<file path="src/rtl/brkpt_pkg.sv">
package brkpt_pkg;
  localparam logic [1:0] KIND_FETCH = 2'b00;
  localparam logic [1:0] KIND_READ  = 2'b01;
  localparam logic [1:0] KIND_WRITE = 2'b10;

  localparam logic [1:0] TYP_EXEC  = 2'b00;
  localparam logic [1:0] TYP_WRITE = 2'b01;
  localparam logic [1:0] TYP_RDWR  = 2'b11;

  localparam logic [1:0] LEN_1 = 2'b00;
  localparam logic [1:0] LEN_2 = 2'b01;
  localparam logic [1:0] LEN_4 = 2'b11;

  function automatic logic [1:0] low_mask(input logic [1:0] len);
    case (len)
      LEN_2:   low_mask = 2'b01;
      LEN_4:   low_mask = 2'b11;
      default: low_mask = 2'b00;
    endcase
  endfunction
endpackage

</file>
<file path="src/rtl/brkpt_slot.sv">
module brkpt_slot
  import brkpt_pkg::*;
#(
  parameter int ADDR_W = 32
) (
  input  logic [ADDR_W-1:0] slot_addr,
  input  logic [1:0]        slot_type,
  input  logic [1:0]        slot_len,
  input  logic [ADDR_W-1:0] acc_addr,
  input  logic [3:0]        acc_be,
  input  logic [1:0]        acc_kind,
  output logic              hit
);
  logic [ADDR_W-1:0] base;
  logic [3:0]        field;
  logic              same_dw, data_hit, len_ok;

  always_comb begin
    base = slot_addr & ~{{(ADDR_W-2){1'b0}}, low_mask(slot_len)};
    case (slot_len)
      LEN_1:   field = 4'b0001 << base[1:0];
      LEN_2:   field = base[1] ? 4'b1100 : 4'b0011;
      LEN_4:   field = 4'b1111;
      default: field = 4'b0000;
    endcase
    len_ok   = (slot_len != 2'b10);
    same_dw  = (base[ADDR_W-1:2] == acc_addr[ADDR_W-1:2]);
    data_hit = len_ok && same_dw && (|(field & acc_be));
    case (slot_type)
      TYP_EXEC:  hit = (acc_kind == KIND_FETCH) && (slot_len == LEN_1) &&
                       (acc_addr == slot_addr);
      TYP_WRITE: hit = (acc_kind == KIND_WRITE) && data_hit;
      TYP_RDWR:  hit = ((acc_kind == KIND_READ) || (acc_kind == KIND_WRITE)) && data_hit;
      default:   hit = 1'b0;
    endcase
  end

  // the undefined type code must never produce a hit
  always_comb begin
    if (slot_type == 2'b10) a_r6_undef_type: assert (!hit);
  end
endmodule

</file>
<file path="src/rtl/brkpt_status.sv">
module brkpt_status #(
  parameter int SW = 6
) (
  input  logic          clk,
  input  logic          rst_n,
  input  logic [SW-1:0] set_bits,
  input  logic          wr,
  input  logic [SW-1:0] wdata,
  output logic [SW-1:0] status
);
  always_ff @(posedge clk) begin
    if (!rst_n) status <= '0;
    else        status <= (wr ? wdata : status) | set_bits;
  end

  // without a write, no bit ever falls
  a_r11_sticky: assert property (@(posedge clk) disable iff (!rst_n)
    !wr |=> ((status & $past(status)) == $past(status)));
endmodule

</file>
<file path="src/rtl/brkpt_match.sv">
module brkpt_match
  import brkpt_pkg::*;
#(
  parameter int NUM_SLOTS = 4,
  parameter int ADDR_W    = 32,
  localparam int SW       = NUM_SLOTS + 2,
  localparam int BT_BIT   = NUM_SLOTS,
  localparam int BS_BIT   = NUM_SLOTS + 1
) (
  input  logic                          clk,
  input  logic                          rst_n,
  input  logic                          acc_valid,
  output logic                          acc_ready,
  input  logic [ADDR_W-1:0]             acc_addr,
  input  logic [3:0]                    acc_be,
  input  logic [1:0]                    acc_kind,
  input  logic                          step_flag,
  input  logic                          task_trap,
  input  logic [NUM_SLOTS*ADDR_W-1:0]   slot_addr,
  input  logic [2*NUM_SLOTS-1:0]        slot_type,
  input  logic [2*NUM_SLOTS-1:0]        slot_len,
  input  logic [NUM_SLOTS-1:0]          slot_local_en,
  input  logic [NUM_SLOTS-1:0]          slot_global_en,
  input  logic                          stat_wr,
  input  logic [SW-1:0]                 stat_wdata,
  output logic [SW-1:0]                 status,
  output logic                          fault_req,
  output logic                          trap_req
);
  logic [NUM_SLOTS-1:0] hits, armed;
  logic                 is_data, raise_fault, raise_trap;
  logic [SW-1:0]        set_bits;

  assign acc_ready = 1'b1;

  for (genvar n = 0; n < NUM_SLOTS; n++) begin : g_slot
    brkpt_slot #(.ADDR_W(ADDR_W)) u_slot (
      .slot_addr (slot_addr[n*ADDR_W +: ADDR_W]),
      .slot_type (slot_type[2*n +: 2]),
      .slot_len  (slot_len[2*n +: 2]),
      .acc_addr  (acc_addr),
      .acc_be    (acc_be),
      .acc_kind  (acc_kind),
      .hit       (hits[n])
    );
  end

  always_comb begin
    armed       = hits & (slot_local_en | slot_global_en);
    is_data     = (acc_kind == KIND_READ) || (acc_kind == KIND_WRITE);
    raise_fault = acc_valid && (acc_kind == KIND_FETCH) && (|armed);
    raise_trap  = acc_valid && (step_flag || task_trap || (is_data && (|armed)));
    set_bits    = (raise_fault || raise_trap) ? {step_flag, task_trap, hits} : '0;
  end

  brkpt_status #(.SW(SW)) u_status (
    .clk      (clk),
    .rst_n    (rst_n),
    .set_bits (set_bits),
    .wr       (stat_wr),
    .wdata    (stat_wdata),
    .status   (status)
  );

  always_ff @(posedge clk) begin
    if (!rst_n) begin
      fault_req <= 1'b0;
      trap_req  <= 1'b0;
    end else begin
      fault_req <= raise_fault;
      trap_req  <= raise_trap;
    end
  end

  // a fault only follows an accepted fetch
  a_r12_fault_from_fetch: assert property (@(posedge clk) disable iff (!rst_n)
    fault_req |-> $past(acc_valid && (acc_kind == KIND_FETCH)));
  // single-step always traps and marks its bit
  a_r9_step_traps: assert property (@(posedge clk) disable iff (!rst_n)
    (acc_valid && step_flag) |=> (trap_req && status[BS_BIT]));
  // task trap needs no enable
  a_r10_task_traps: assert property (@(posedge clk) disable iff (!rst_n)
    (acc_valid && task_trap) |=> (trap_req && status[BT_BIT]));
  // status moves only with a write or a raised request
  a_r7_quiet_status: assert property (@(posedge clk) disable iff (!rst_n)
    !stat_wr |=> ((status == $past(status)) || fault_req || trap_req));
endmodule

</file>
<file path="config.mk">
export PLATFORM = sky130hd
export DESIGN_NAME = brkpt_match
export DESIGN_NICKNAME = d
export VERILOG_FILES = /design/src/rtl/brkpt_pkg.sv /design/src/rtl/brkpt_slot.sv /design/src/rtl/brkpt_status.sv /design/src/rtl/brkpt_match.sv
export SDC_FILE = /design/constraint.sdc
export NUM_CORES = 1
export LEC_CHECK = 0
export CORE_MARGIN = 2
export CORE_UTILIZATION = 28
export CTS_CLUSTER_DIAMETER = 100
export DETAILED_ROUTE_END_ITERATION = 12
export GPL_TIMING_DRIVEN = 0
export PLACE_DENSITY = 0.75
export SLEW_MARGIN = 30
export SYNTH_ARGS = -nofsm -noshare
export SYNTH_HDL_FRONTEND = slang
export SYNTH_SLANG_ARGS = --single-unit
</file>
<file path="constraint.sdc">
create_clock -name clk -period 2.6 [get_ports clk]
set_input_delay 0.78 -clock clk [delete_from_list [all_inputs] [get_ports clk]]
set_output_delay 0.78 -clock clk [all_outputs]
set_load 0.02 [all_outputs]
</file>
-- Word level (Yosys, flattened, before mapping)
Index checks and enable logic that the tools add are counted.
- bits in registers: 8
- input port bits: 202
- word-level logic and storage cells: 116
- equal/unequal tests: 30
- shift operators: 4
- multiplexer cells: 18
- bitwise gates (word level): 15
- reduce and logical (&&, ||, !) cells: 46
- operators with widths (operator ; count):
    bitwise AND 32 bit ; 4
    == test 32 bit ; 4
    NOT 2 -> 32 bit ; 4
    == test 30 bit ; 4
    case mux 4 bit (3 select lines) ; 4
    logical AND 1 bit ; 28
    bitwise AND 4 bit ; 5
    OR reduction 4 bit ; 5
    == test 2 x 1 -> 1 bit (second input constant) ; 9
    == test 2 bit (second input constant) ; 9
    zero test 2 bit ; 9
    2-to-1 mux 4 bit ; 4
    case mux 2 bit (2 select lines) ; 4
    << shifter 1 x 2 -> 4 bit (first input constant) ; 4
    2-to-1 mux 6 bit ; 2
    case mux 1 bit (3 select lines) ; 4
    != test 2 bit (second input constant) ; 4
    bitwise OR 6 bit ; 1
    logical OR 1 bit ; 4
    bitwise OR 4 bit ; 1

-- Depth between registers and ports, before layout
Gate-level depths: netlist of run 1.
- depth after elaboration: 19
- depth in mapped cells: 9
- gate-level depth less buffers: 9

-- Modules after synthesis
Synthesis of run 1 repeated with hierarchy kept, for this count alone.
- cells, all modules: 300
- area, all modules: 2448.6 um^2
- modules (own cells, without submodules) (module ; times used ; cells an instance ; area an instance (um^2)):
    brkpt_slot ; 4 ; 62 ; 488.0
    brkpt_status ; 1 ; 19 ; 266.5
    brkpt_match ; 1 ; 33 ; 230.2

-- Least setup slack after synthesis of run 1
OpenSTA, ideal clock, no wires.
- path type: input port to flip-flop
- start point: input acc_kind[0]
- end point: register u_status.status[3]
- setup time: 0.131 ns
- data arrival time: 2.561 ns
- required time: 2.469 ns
- setup slack: -0.092 ns
- stages: 9
- path buffers: 0
- cell sequence: inv_1 > ha_1 > mux2_1 > o211ai_1 > a2111oi_2 > nor3_1 > nor3_1 > a2111oi_4 > o41ai_2
- longest elaborated chain between the ends: 12
- elaborated cells between the ends (all ways): 34
- those cells by class: 2 x eq/ne; 5 x mux; 2 x bitwise; 25 x reduce/logical
- RTL lines (item ; RTL line ; source):
    start, declared ; brkpt_match.sv:16 ; input logic [1:0] acc_kind,
    == test 2 x 1 -> 1 bit (tied with other cells) ; brkpt_slot.sv:33, brkpt_match.sv:50 ;
    logical OR 1 bit or logical AND 1 bit (tied branches) ; brkpt_slot.sv:33, brkpt_match.sv:50, brkpt_slot.sv:30 ;
    logical AND 1 bit (on tied branches) ; brkpt_slot.sv:33, brkpt_slot.sv:30 ;
    case mux 1 bit (3 select lines) ; brkpt_slot.sv:29 ; case (slot_type)
    bitwise AND 4 bit ; brkpt_match.sv:49 ; armed = hits & (slot_local_en | slot_global_en);
    OR reduction 4 bit ; brkpt_match.sv:51, brkpt_match.sv:52 ;
    logical AND 1 bit ; brkpt_match.sv:52 ; raise_trap = acc_valid && (step_flag || task_trap || (is_data && (|armed)));
    logical OR 1 bit ; brkpt_match.sv:52 ;
    logical AND 1 bit ; brkpt_match.sv:52 ;
    logical OR 1 bit ; brkpt_match.sv:53 ; set_bits = (raise_fault || raise_trap) ? {step_flag, task_trap, hits} : '0;
    2-to-1 mux 6 bit (*) ; brkpt_match.sv:53 ;
    bitwise OR 6 bit (*) ; brkpt_status.sv:13 ; else status <= (wr ? wdata : status) | set_bits;
    end signal, assigned ; brkpt_status.sv:13 ;
    end, declared ; brkpt_status.sv:9 ; output logic [SW-1:0] status
Every way passes the cells marked *; elsewhere a longest branch is shown, timed or not.
A chain may end at the register's enable or synchronous reset.

-- Final worst setup path of run 1
- start point: input slot_len[1]
- end point: register u_status.status[2]
- longest elaborated chain between the ends: 19
- elaborated cells between the ends (all ways): 28
- those cells by class: 3 x eq/ne; 1 x shift; 5 x mux; 5 x bitwise; 14 x reduce/logical
- RTL lines (item ; RTL line ; source):
    start, declared ; brkpt_match.sv:21 ; input logic [2*NUM_SLOTS-1:0] slot_len,
    == test 2 bit or == test 2 x 1 -> 1 bit (tied branches) ; brkpt_pkg.sv:15, brkpt_slot.sv:20 ;
    case mux 2 bit (2 select lines) ; brkpt_pkg.sv:15 ; case (len)
    NOT 2 -> 32 bit ; brkpt_slot.sv:19 ; base = slot_addr & ~{{(ADDR_W-2){1'b0}}, low_mask(slot_len)};
    bitwise AND 32 bit ; brkpt_slot.sv:19 ;
    2-to-1 mux 4 bit or << shifter 1 x 2 -> 4 bit (tied branches) ; brkpt_slot.sv:22, brkpt_slot.sv:21 ;
    case mux 4 bit (3 select lines) ; brkpt_slot.sv:20 ; case (slot_len)
    bitwise AND 4 bit ; brkpt_slot.sv:28 ; data_hit = len_ok && same_dw && (|(field & acc_be));
    OR reduction 4 bit ; brkpt_slot.sv:28 ;
    (+3 left out) ; -- ;
    bitwise AND 4 bit (*) ; brkpt_match.sv:49 ;
    OR reduction 4 bit (*) ; brkpt_match.sv:51, brkpt_match.sv:52 ;
    logical AND 1 bit ; brkpt_match.sv:52 ;
    logical OR 1 bit ; brkpt_match.sv:52 ;
    logical AND 1 bit ; brkpt_match.sv:52 ;
    logical OR 1 bit (*) ; brkpt_match.sv:53 ;
    2-to-1 mux 6 bit (*) ; brkpt_match.sv:53 ;
    bitwise OR 6 bit (*) ; brkpt_status.sv:13 ;
Marks and branches as above.

==> results of run 1 <==
flip-flops by register name, indices dropped and copies added (netlist names):
register / count
fault_req: 1
u_status.status: 6
trap_req: 1
final timing paths:
check	start	endpoint	slack (ns)	cells past startpoint
worst max register to register	u_status.status[0]	u_status.status[0]	1.63	3
worst min-delay path	u_status.status[4]	u_status.status[4]	0.55	2
worst max-delay path	slot_len[1]	u_status.status[2]	-0.14	10
worst min register to register	u_status.status[4]	u_status.status[4]	0.55	2
placed cells by master (no fill, tap or decap), types with 2 or more instances in the layout:
cell	instances
nor4_1	18
buf_6	2
xor2_2	3
nor3_1	5
mux2i_1	4
nor2_2	2
buf_4	17
nand2b_1	7
a21oi_2	3
inv_1	6
nand3_1	3
nor4_2	5
o21ai_2	4
nor2_1	18
mux2_4	2
a21oi_1	11
clkbuf_2	2
nor4_4	3
xor2_1	45
clkdlybuf4s50_1	151
dfxtp_1	8
dlygate4sd2_1	42
nor3_2	7
xnor2_2	2
xnor2_1	78
nand4_1	24
mux2_2	4
or2_1	3
a2111oi_2	3
nor3b_1	2
dlymetal6s2s_1	10
a21boi_0	2
a22oi_1	2
clkbuf_8	3
o211ai_1	2
nand2_1	9
report_power, final:
| part | switching, uW | total [uW] | internal [uW] |
|---|---|---|---|
| combinational | 310 | 739 | 429 |
| clock | 43.9 | 144 | 99.9 |
| sequential | 3.29 | 134 | 130 |
logic make-up after synthesis:
logic type	Yosys count
xor+xnor	128
simple gates	111
compound gates	41
mux	11
buf+inv	11
flops	8
fa+ha+maj	2
other cells	1
what timing repair did:
action / in CTS / in global routing
gates cloned: 0 / 0
gates resized for setup: 71 / 34
buffers inserted: 13 / 6
pin swaps: 25 / 27
endpoints found under the setup margin: 6 / 6
worst max-delay path, delay by kind of cell:
family | cells | cell delay, ns
AOI/OAI and AO/OA | 4 | 0.64
buffers and inverters | 4 | 0.92
and+or+nand+nor | 2 | 0.50
cell type report:
class | count | area [sq um] | share of cell area (%)
Multi-Input combinational cell | 294 | 2460 | 49.0
Timing Repair Buffer | 224 | 2180 | 43.3
Sequential cell | 8 | 160 | 3.19
Tap cell | 108 | 135 | 2.69
Clock buffer | 3 | 41.3 | 0.822
Inverter | 8 | 32.5 | 0.647
Buffer | 3 | 16.3 | 0.324
per-layer routing:
metal | vias to the layer above | GRT usage [%] | part of all wire, %
met4 | 0 | 4.91 | 1.9
li1 | 1591 | - | -
met2 | 150 | 45.6 | 56
met3 | 16 | 3.38 | 6.5
met1 | 1509 | 22.9 | 35
met5 | - | 0 | 0
through the flow:
| stage | hold slack (ns) | worst slack (ns) | instance area, sq um | std cells | util (%) |
|---|---|---|---|---|---|
| 6_report | 0.546 | -0.138 | 5030 | 648 | 58.5 |
| 5_1_grt | 0.626 | -0.211 | 5030 | 648 | 58.5 |
| 4_1_cts | 0.550 | -0.0732 | 4880 | 644 | 56.8 |
| 3_5_place_dp | 0.542 | -0.872 | 4680 | 628 | 54.4 |
| 3_3_place_gp | 0.543 | -0.822 | 4680 | 628 | 54.4 |
| 2_1_floorplan | 0.610 | 0.0179 | 2470 | 313 | - |
==> results.cfg, run 1 <==
[logic_synthesis]
avgSynthCellArea_sq_um = 7.84
synth.most_common_cell = xnor2_1
synth_ff_type = dfxtp_1
synth_common_cells = xnor2_1 (80), xor2_1 (48), nor4_1 (25)
synth_top_area_share_pct = 28.6
synth_simple_gate_area_share_pct = 25.3
synth_adder_area_share_pct = 1.02
async_reset_ff_share_pct = 0
yosysWarnings = 0
synth_nets = 517
yosys_register_bits = 8
synth_xor_area_share_pct = 45.7
mappedNetlistArea_sq_um = 2450
synth_top_family_by_area = XOR/XNOR gates
synthCells = 313
ys_seq_area_share_pct = 6.53
synth_edf_count = 0
muxShareOfSynthArea_pct = 4.84
synth_compound_area_share_pct = 14.6
yosys.area.top_type = xnor2_1
yosys-top-cells-area = xnor2_1 (29%), xor2_1 (17%), dfxtp_1 (6.5%), nor4_1 (6.4%), nand4_1 (6.1%)
yosysUniqueCellTypes = 48

[finish]
area_growth_syn_to_layout_pct = 105
nets = 746
drive_gt1_share_pct = 14.4
fillCellCount = 814
num_antenna_cells = 0

[sta]
fin_ws_ns = -0.138
min_period_ns = 2.74
max_freq_mhz = 365
rsz0062_at_grt = yes
hold_violations = 0
finClkSkew_ns = 0
final-setup-viol-count = 6
finalCritPeriodShare_pct = 105
fin_setup_tns_ns = -0.542
slew_viol_final = 0

[cts]
cts_max_path_buffers = 2
cts_tree = built
cts-hold-fix-buffers = 0
clk_latency_ns = 0.22
numCtsBuffers = 3
cts.sinks = 8
cts.clk_slew.worst_paths_ns = 0.04
root_buffer = clkbuf_8
htree_levels = 1

[critical_path]
crit_top_cell = nor3_2
slowest_delay_ns = 0.51
arrival_ns = 2.84
criticalPathCategory = primary input to flop
start_kind = primary input
worstPathRequired_ns = 2.71
crit_path_end_kind = flop
path_cells = clkdlybuf4s50_1 -> inv_1 -> o211ai_1 -> a2111oi_2 -> nor3_2 -> nor3_2 -> a2111oi_4 -> buf_4 -> buf_12 -> o21ai_2
crit_fanout = 4
critPathSlowestCell = clkdlybuf4s50_1

[global_route]
grt_pass1_vias = 3495
globalRouteOverflowTotal = 0
grt_max_degree = 10
grt_first_pass_wirelength_um = 17000
grt_usage_pct = 22.1
antenna_found_initial = 0

[die]
ios = 211
start_util_pct = 28.6
core_sq_um = 8590
fp.dieH_um = 97.6
die_w_um = 97.6
die-area_sq_um = 9530
fp-row-count = 34

[routing]
vias = 3266
drt_iter0_drc = 56
routedWlPerCell_um = 17.5
drt-vias-per-instance = 5.04
firstDrtPassIters = 4
ant_nets = 0
drt_wl_total_um = 11300
drc_errors = 0

[min_path]
hold_class = flop to flop

[status]
status = finished with violations
failed_checks = setup timing

[placement]
gp_congestion = 0.910
hpwl_um = 9670
port_buffers = 207

[power]
leakagePower_uw = 0.00189
vdd_drop_max_uv = 131
p_per_area_nw_per_um2 = 202
finalPower_uw = 1020

[run]
maxCapViolations = 0
Note: power is estimated with default switching activity, not from simulation.
==> run 2: changes to the inputs <==
--- a/config.mk
+++ b/config.mk
@@ -10,7 +10,7 @@
 export CTS_CLUSTER_DIAMETER = 100
 export DETAILED_ROUTE_END_ITERATION = 12
 export GPL_TIMING_DRIVEN = 0
-export PLACE_DENSITY = 0.75
+export PLACE_DENSITY = 0.72
 export SLEW_MARGIN = 30
 export SYNTH_ARGS = -nofsm -noshare
 export SYNTH_HDL_FRONTEND = slang
==> constraint.sdc (replaced) <==
create_clock -name clk -period 3.27 [get_ports clk]
set_input_delay 0.981 -clock clk [delete_from_list [all_inputs] [get_ports clk]]
set_output_delay 0.981 -clock clk [all_outputs]
set_load 0.02 [all_outputs]
==> run 2 against run 1 <==
  * Critical path depth decreased by 1
  * Largest power group unchanged
  * Register-to-register slack better by 0.72 ns
  * Utilization down 1.7 points
  * Flip-flop and latch count stayed put
  * The run now ends clean
  * Setup slack better by 0.23 ns
==> results.cfg, run 2 (same netlist as run 1, synthesis figures left out) <==
[routing]
drt_wl_total_um = 10700
drt-vias-per-instance = 4.97
firstDrtPassIters = 4
ant_nets = 0
vias = 3183
drt_iter0_drc = 51
drc_errors = 0
routedWlPerCell_um = 16.7

[critical_path]
arrival_ns = 3.31
crit_fanout = 5
start_kind = primary input
slowest_delay_ns = 0.52
worstReg2RegStart = u_status.status[3]
criticalPathCategory = primary input to flop
critPathSlowestCell = clkdlybuf4s50_1
r2r_slack_ns = 2.35
r2r_cells = 3
worstPathRequired_ns = 3.40
crit_path_end_kind = flop
reg2reg_to = u_status.status[3]
path_cells = clkdlybuf4s50_1 -> xor2_1 -> nor4_1 -> nand4_1 -> nor3_2 -> o211a_1 -> a2111oi_4 -> buf_4 -> o41ai_2

[power]
switching_share_pct = 33.7
p_per_area_nw_per_um2 = 166
p_comb_share_pct = 72.5
power_frac_clock_pct = 14.5
p_sw_uw = 273
power.internal_uw = 538
finalPower_uw = 811
p_seq_share_pct = 13.1
vdd_drop_max_uv = 74.8
leakagePower_uw = 0.00168

[cts]
htree_levels = 1
root_buffer = clkbuf_8
cts_tree = built
cts_max_path_buffers = 2
cts.sinks = 8
cts-hold-fix-buffers = 0
cts.clk_slew.worst_paths_ns = 0.04
clk_latency_ns = 0.22
numCtsBuffers = 3

[min_path]
hold_class = flop to flop
hp-start = u_status.status[4]
hold_end = u_status.status[4]
hold_path_depth = 2

[global_route]
antenna_found_initial = 0
grt_max_degree = 10
grt_usage_pct = 21.4
grt_pass1_vias = 3328
globalRouteOverflowTotal = 0
grt_first_pass_wirelength_um = 16300

[finish]
largest-register = u_status.status
area_growth_syn_to_layout_pct = 98.9
drive_gt1_share_pct = 8.83
final_cell_mix = clkdlybuf4s50_1 (203), xnor2_1 (80), xor2_1 (48), nand4_1 (24)
nets = 738
final_common_cell = clkdlybuf4s50_1
reg_top3 = u_status.status (6), fault_req (1), trap_req (1)
num_antenna_cells = 0
largest_reg_flops = 6
finalNonFillerCells = 640

[die]
die_w_um = 97.6
fp-row-count = 34
die-area_sq_um = 9530
core_sq_um = 8590
ios = 211
fp.dieH_um = 97.6
start_util_pct = 28.6

[sta]
min_period_ns = 3.17
final-setup-viol-count = 0
hold_violations = 0
finalCritPeriodShare_pct = 97.1
slew_viol_final = 0
finClkSkew_ns = 0
max_freq_mhz = 315

[run]
maxCapViolations = 0

[placement]
hpwl_um = 9470
port_buffers = 207
gp_congestion = 0.855
dp_cells = 628

[status]
status = completed
## run 2: layout make-up
cell class | instances | area, sq um
plain buffers | 3 | 16.3
inverters | 8 | 30.0
well taps | 108 | 135
fillers | 772 | 3710
clock buffers | 3 | 41.3
repair buffers | 216 | 2150
multi-input cells | 294 | 2350
flip-flops and latches | 8 | 160
## run 2: per-layer routing
metal | track usage (%) | vias to the layer above | wire [um]
met5 | 0 | - | 0
met4 | 3.95 | 0 | 95
met3 | 3.67 | 8 | 680
met2 | 43.6 | 134 | 5920
met1 | 22.8 | 1458 | 4010
li1 | - | 1583 | -
## run 2: worst max-delay path, delay by kind of cell
kind | cells | cell delay [ns]
compound gates | 3 | 0.54
xor+xnor | 1 | 0.24
buf+inv | 2 | 0.68
simple gates | 3 | 0.86
## run 2: stage by stage
stage	instance area [sq um]	TNS, ns	setup slack (ns)	utilization [%]	hold WS [ns]
5_1_grt	4880	-0.0117	-0.0117	56.8	0.590
2_1_floorplan	2450	0	0.377	-	0.610
3_5_place_dp	4660	-2.77	-0.521	54.2	0.552
3_3_place_gp	4660	-2.56	-0.477	54.2	0.543
4_1_cts	4770	0	0.0126	55.5	0.558
6_report	4880	0	0.0959	56.8	0.558
## run 2: worst max path at each step
stage                       startpoint            endpoint
after floorplan            acc_kind[0]  u_status.status[3]
after global placement     acc_kind[0]  u_status.status[1]
after detailed placement   acc_kind[1]  u_status.status[0]
after CTS                  acc_kind[1]  u_status.status[3]
after global routing      acc_addr[23]  u_status.status[3]
final                     acc_addr[23]  u_status.status[3]
## run 2: repair_timing
item / CTS / global route
buffers inserted: 3 / 6
pin swaps: 6 / 10
gates cloned: 0 / 0
setup endpoints to repair: 6 / 6
resized for setup: 10 / 12
## run 2: power by group through the flow
stage          clock [uW]  combinational (uW)  sequential (uW)
2_1_floorplan           0                 212              114
3_3_place_gp            0                 566              107
3_5_place_dp            0                 574              108
4_1_cts               122                 580              106
5_1_grt               127                 634              107
6_report              117                 588              106
==> run 3: changes to the inputs <==
--- a/config.mk
+++ b/config.mk
@@ -5,6 +5,7 @@
 export SDC_FILE = /design/constraint.sdc
 export NUM_CORES = 1
 export LEC_CHECK = 0
+export CORE_ASPECT_RATIO = 0.6
 export CORE_MARGIN = 2
 export CORE_UTILIZATION = 28
 export CTS_CLUSTER_DIAMETER = 100
==> run 3 against run 2 <==
  * Setup slack better by 0.021 ns
  * Critical path depth stayed put
  * Final cell count stayed put
  * Sequential share of layout area hardly changed
  * Largest cell class unchanged
  * Highest routed layer unchanged
  * Wire length is 7.2% higher
  * Cell area is 1.2% higher
==> results.cfg, run 3 (same netlist as run 1, synthesis figures left out) <==
[die]
die-area_sq_um = 9550
start_util_pct = 28.8
fp-row-count = 26
ios = 211
die_w_um = 125
fp.dieH_um = 76.5
core_sq_um = 8520

[global_route]
grt_pass1_vias = 3354
grt_usage_pct = 22.6
globalRouteOverflowTotal = 0
grt_first_pass_wirelength_um = 17100
antenna_found_initial = 0
grt_max_degree = 10

[cts]
cts_max_path_buffers = 2
root_buffer = clkbuf_16
numCtsBuffers = 3
cts.clk_slew.worst_paths_ns = 0.04
clk_latency_ns = 0.23
cts.sinks = 8
cts-hold-fix-buffers = 0
htree_levels = 1
cts_tree = built

[critical_path]
worstPathRequired_ns = 3.40
start_kind = primary input
criticalPathCategory = primary input to flop
crit_fanout = 5
arrival_ns = 3.29
crit_path_end_kind = flop

[min_path]
hold_class = flop to flop

[routing]
ant_nets = 0
top_layer_used = met4
firstDrtPassIters = 4
drt_iter0_drc = 138
drt_wl_total_um = 11500
routedWlPerCell_um = 17.9
met1_length_um = 5030
wl_met3_um = 1100
drt-vias-per-instance = 4.98
vias = 3190
drc_errors = 0
wl_met2_um = 5270

[finish]
nets = 734
fillCellCount = 788
num_antenna_cells = 0
regArea_sq_um = 160
reg_top3 = u_status.status (6), fault_req (1), trap_req (1)
drive_gt1_share_pct = 8.90
final_common_cell = clkdlybuf4s50_1
multi_input_area_sq_um = 2380
final_cell_mix = clkdlybuf4s50_1 (197), xnor2_1 (79), xor2_1 (48), nand4_1 (24), nor2_1 (18)
largest-register = u_status.status
finalNonFillerCells = 640
area_growth_syn_to_layout_pct = 101
largest_reg_flops = 6

[sta]
finalCritPeriodShare_pct = 96.4
final-setup-viol-count = 0
min_period_ns = 3.15
max_freq_mhz = 317
fin_ws_ns = 0.117
fin_setup_tns_ns = 0
slew_viol_final = 0
hold_violations = 0
finClkSkew_ns = 0

[power]
leakagePower_uw = 0.00178
vdd_drop_max_uv = 124
p_per_area_nw_per_um2 = 183

[placement]
port_buffers = 207
hpwl_um = 10400
post-place-ws_ns = -0.603
dp_cells = 632
gp_congestion = 0.904

[run]
maxCapViolations = 0

[status]
status = completed
==> run 3: cell count changes in the layout (fill, tap and decap cells not counted), moves of 2 or more <==
cell             before  now
clkbuf_8              3    0
a2111oi_2             2    4
clkbuf_16             0    3
dlymetal6s2s_1        3   10
buf_4                10    6
clkdlybuf4s50_1     203  197
==> run 3: critical path, cell delays in order <==
cell and delay [ns]:
clkdlybuf4s50_1 0.68, xnor2_1 0.17, nand4_1 0.16, nor4_2 0.27, nand4_1 0.25, nor3_2 0.29
a2111oi_4 0.05, buf_4 0.17, o41ai_4 0.27
==> run 3: final timing paths <==
path / slack, ns / startpoint / cells past startpoint / end
max: 0.12 / acc_addr[4] / 9 / u_status.status[3]
min: 0.55 / u_status.status[5] / 2 / u_status.status[5]
max reg2reg: 2.24 / u_status.status[3] / 3 / u_status.status[3]
min reg2reg: 0.55 / u_status.status[5] / 2 / u_status.status[5]
==> run 3: final cells by class <==
cell class | instances | area share [%]
plain buffers | 3 | 0.329
clock buffers | 3 | 1.52
inverters | 8 | 0.608
multi-input cells | 294 | 48.3
flip-flops and latches | 8 | 3.24
well taps | 112 | 2.84
repair buffers | 212 | 43.2
==> run 3: stage by stage <==
| stage | cell area [sq um] | utilization [%] | power, uW | hold WS [ns] |
|---|---|---|---|---|
| after global routing | 4940 | 58.0 | 959 | 0.601 |
| final | 4940 | 58.0 | 906 | 0.554 |
| after floorplan | 2450 | - | 326 | 0.610 |
| after global placement | 4670 | 54.7 | 677 | 0.536 |
| after CTS | 4820 | 56.6 | 902 | 0.562 |
| after detailed placement | 4670 | 54.7 | 687 | 0.557 |
==> run 3: report_power, final <==
group	switching (uW)	internal, uW	leakage [uW]
sequential	2.35	104	0.0000661
combinational	245	353	0.00168
clock	45.2	157	0.0000370
==> run 3: repair_timing <==
item	4_1_cts	5_1_grt
buffers inserted	3	2
resized for setup	12	22
pin swaps	7	15
endpoints found under the setup margin	6	6
==> run 3: metal layers <==
layer  track usage [%]  up-vias
li1                  -     1572
met1              30.9     1479
met2              38.4      131
met3              4.42        8
met4              2.22        0
met5                 0        -
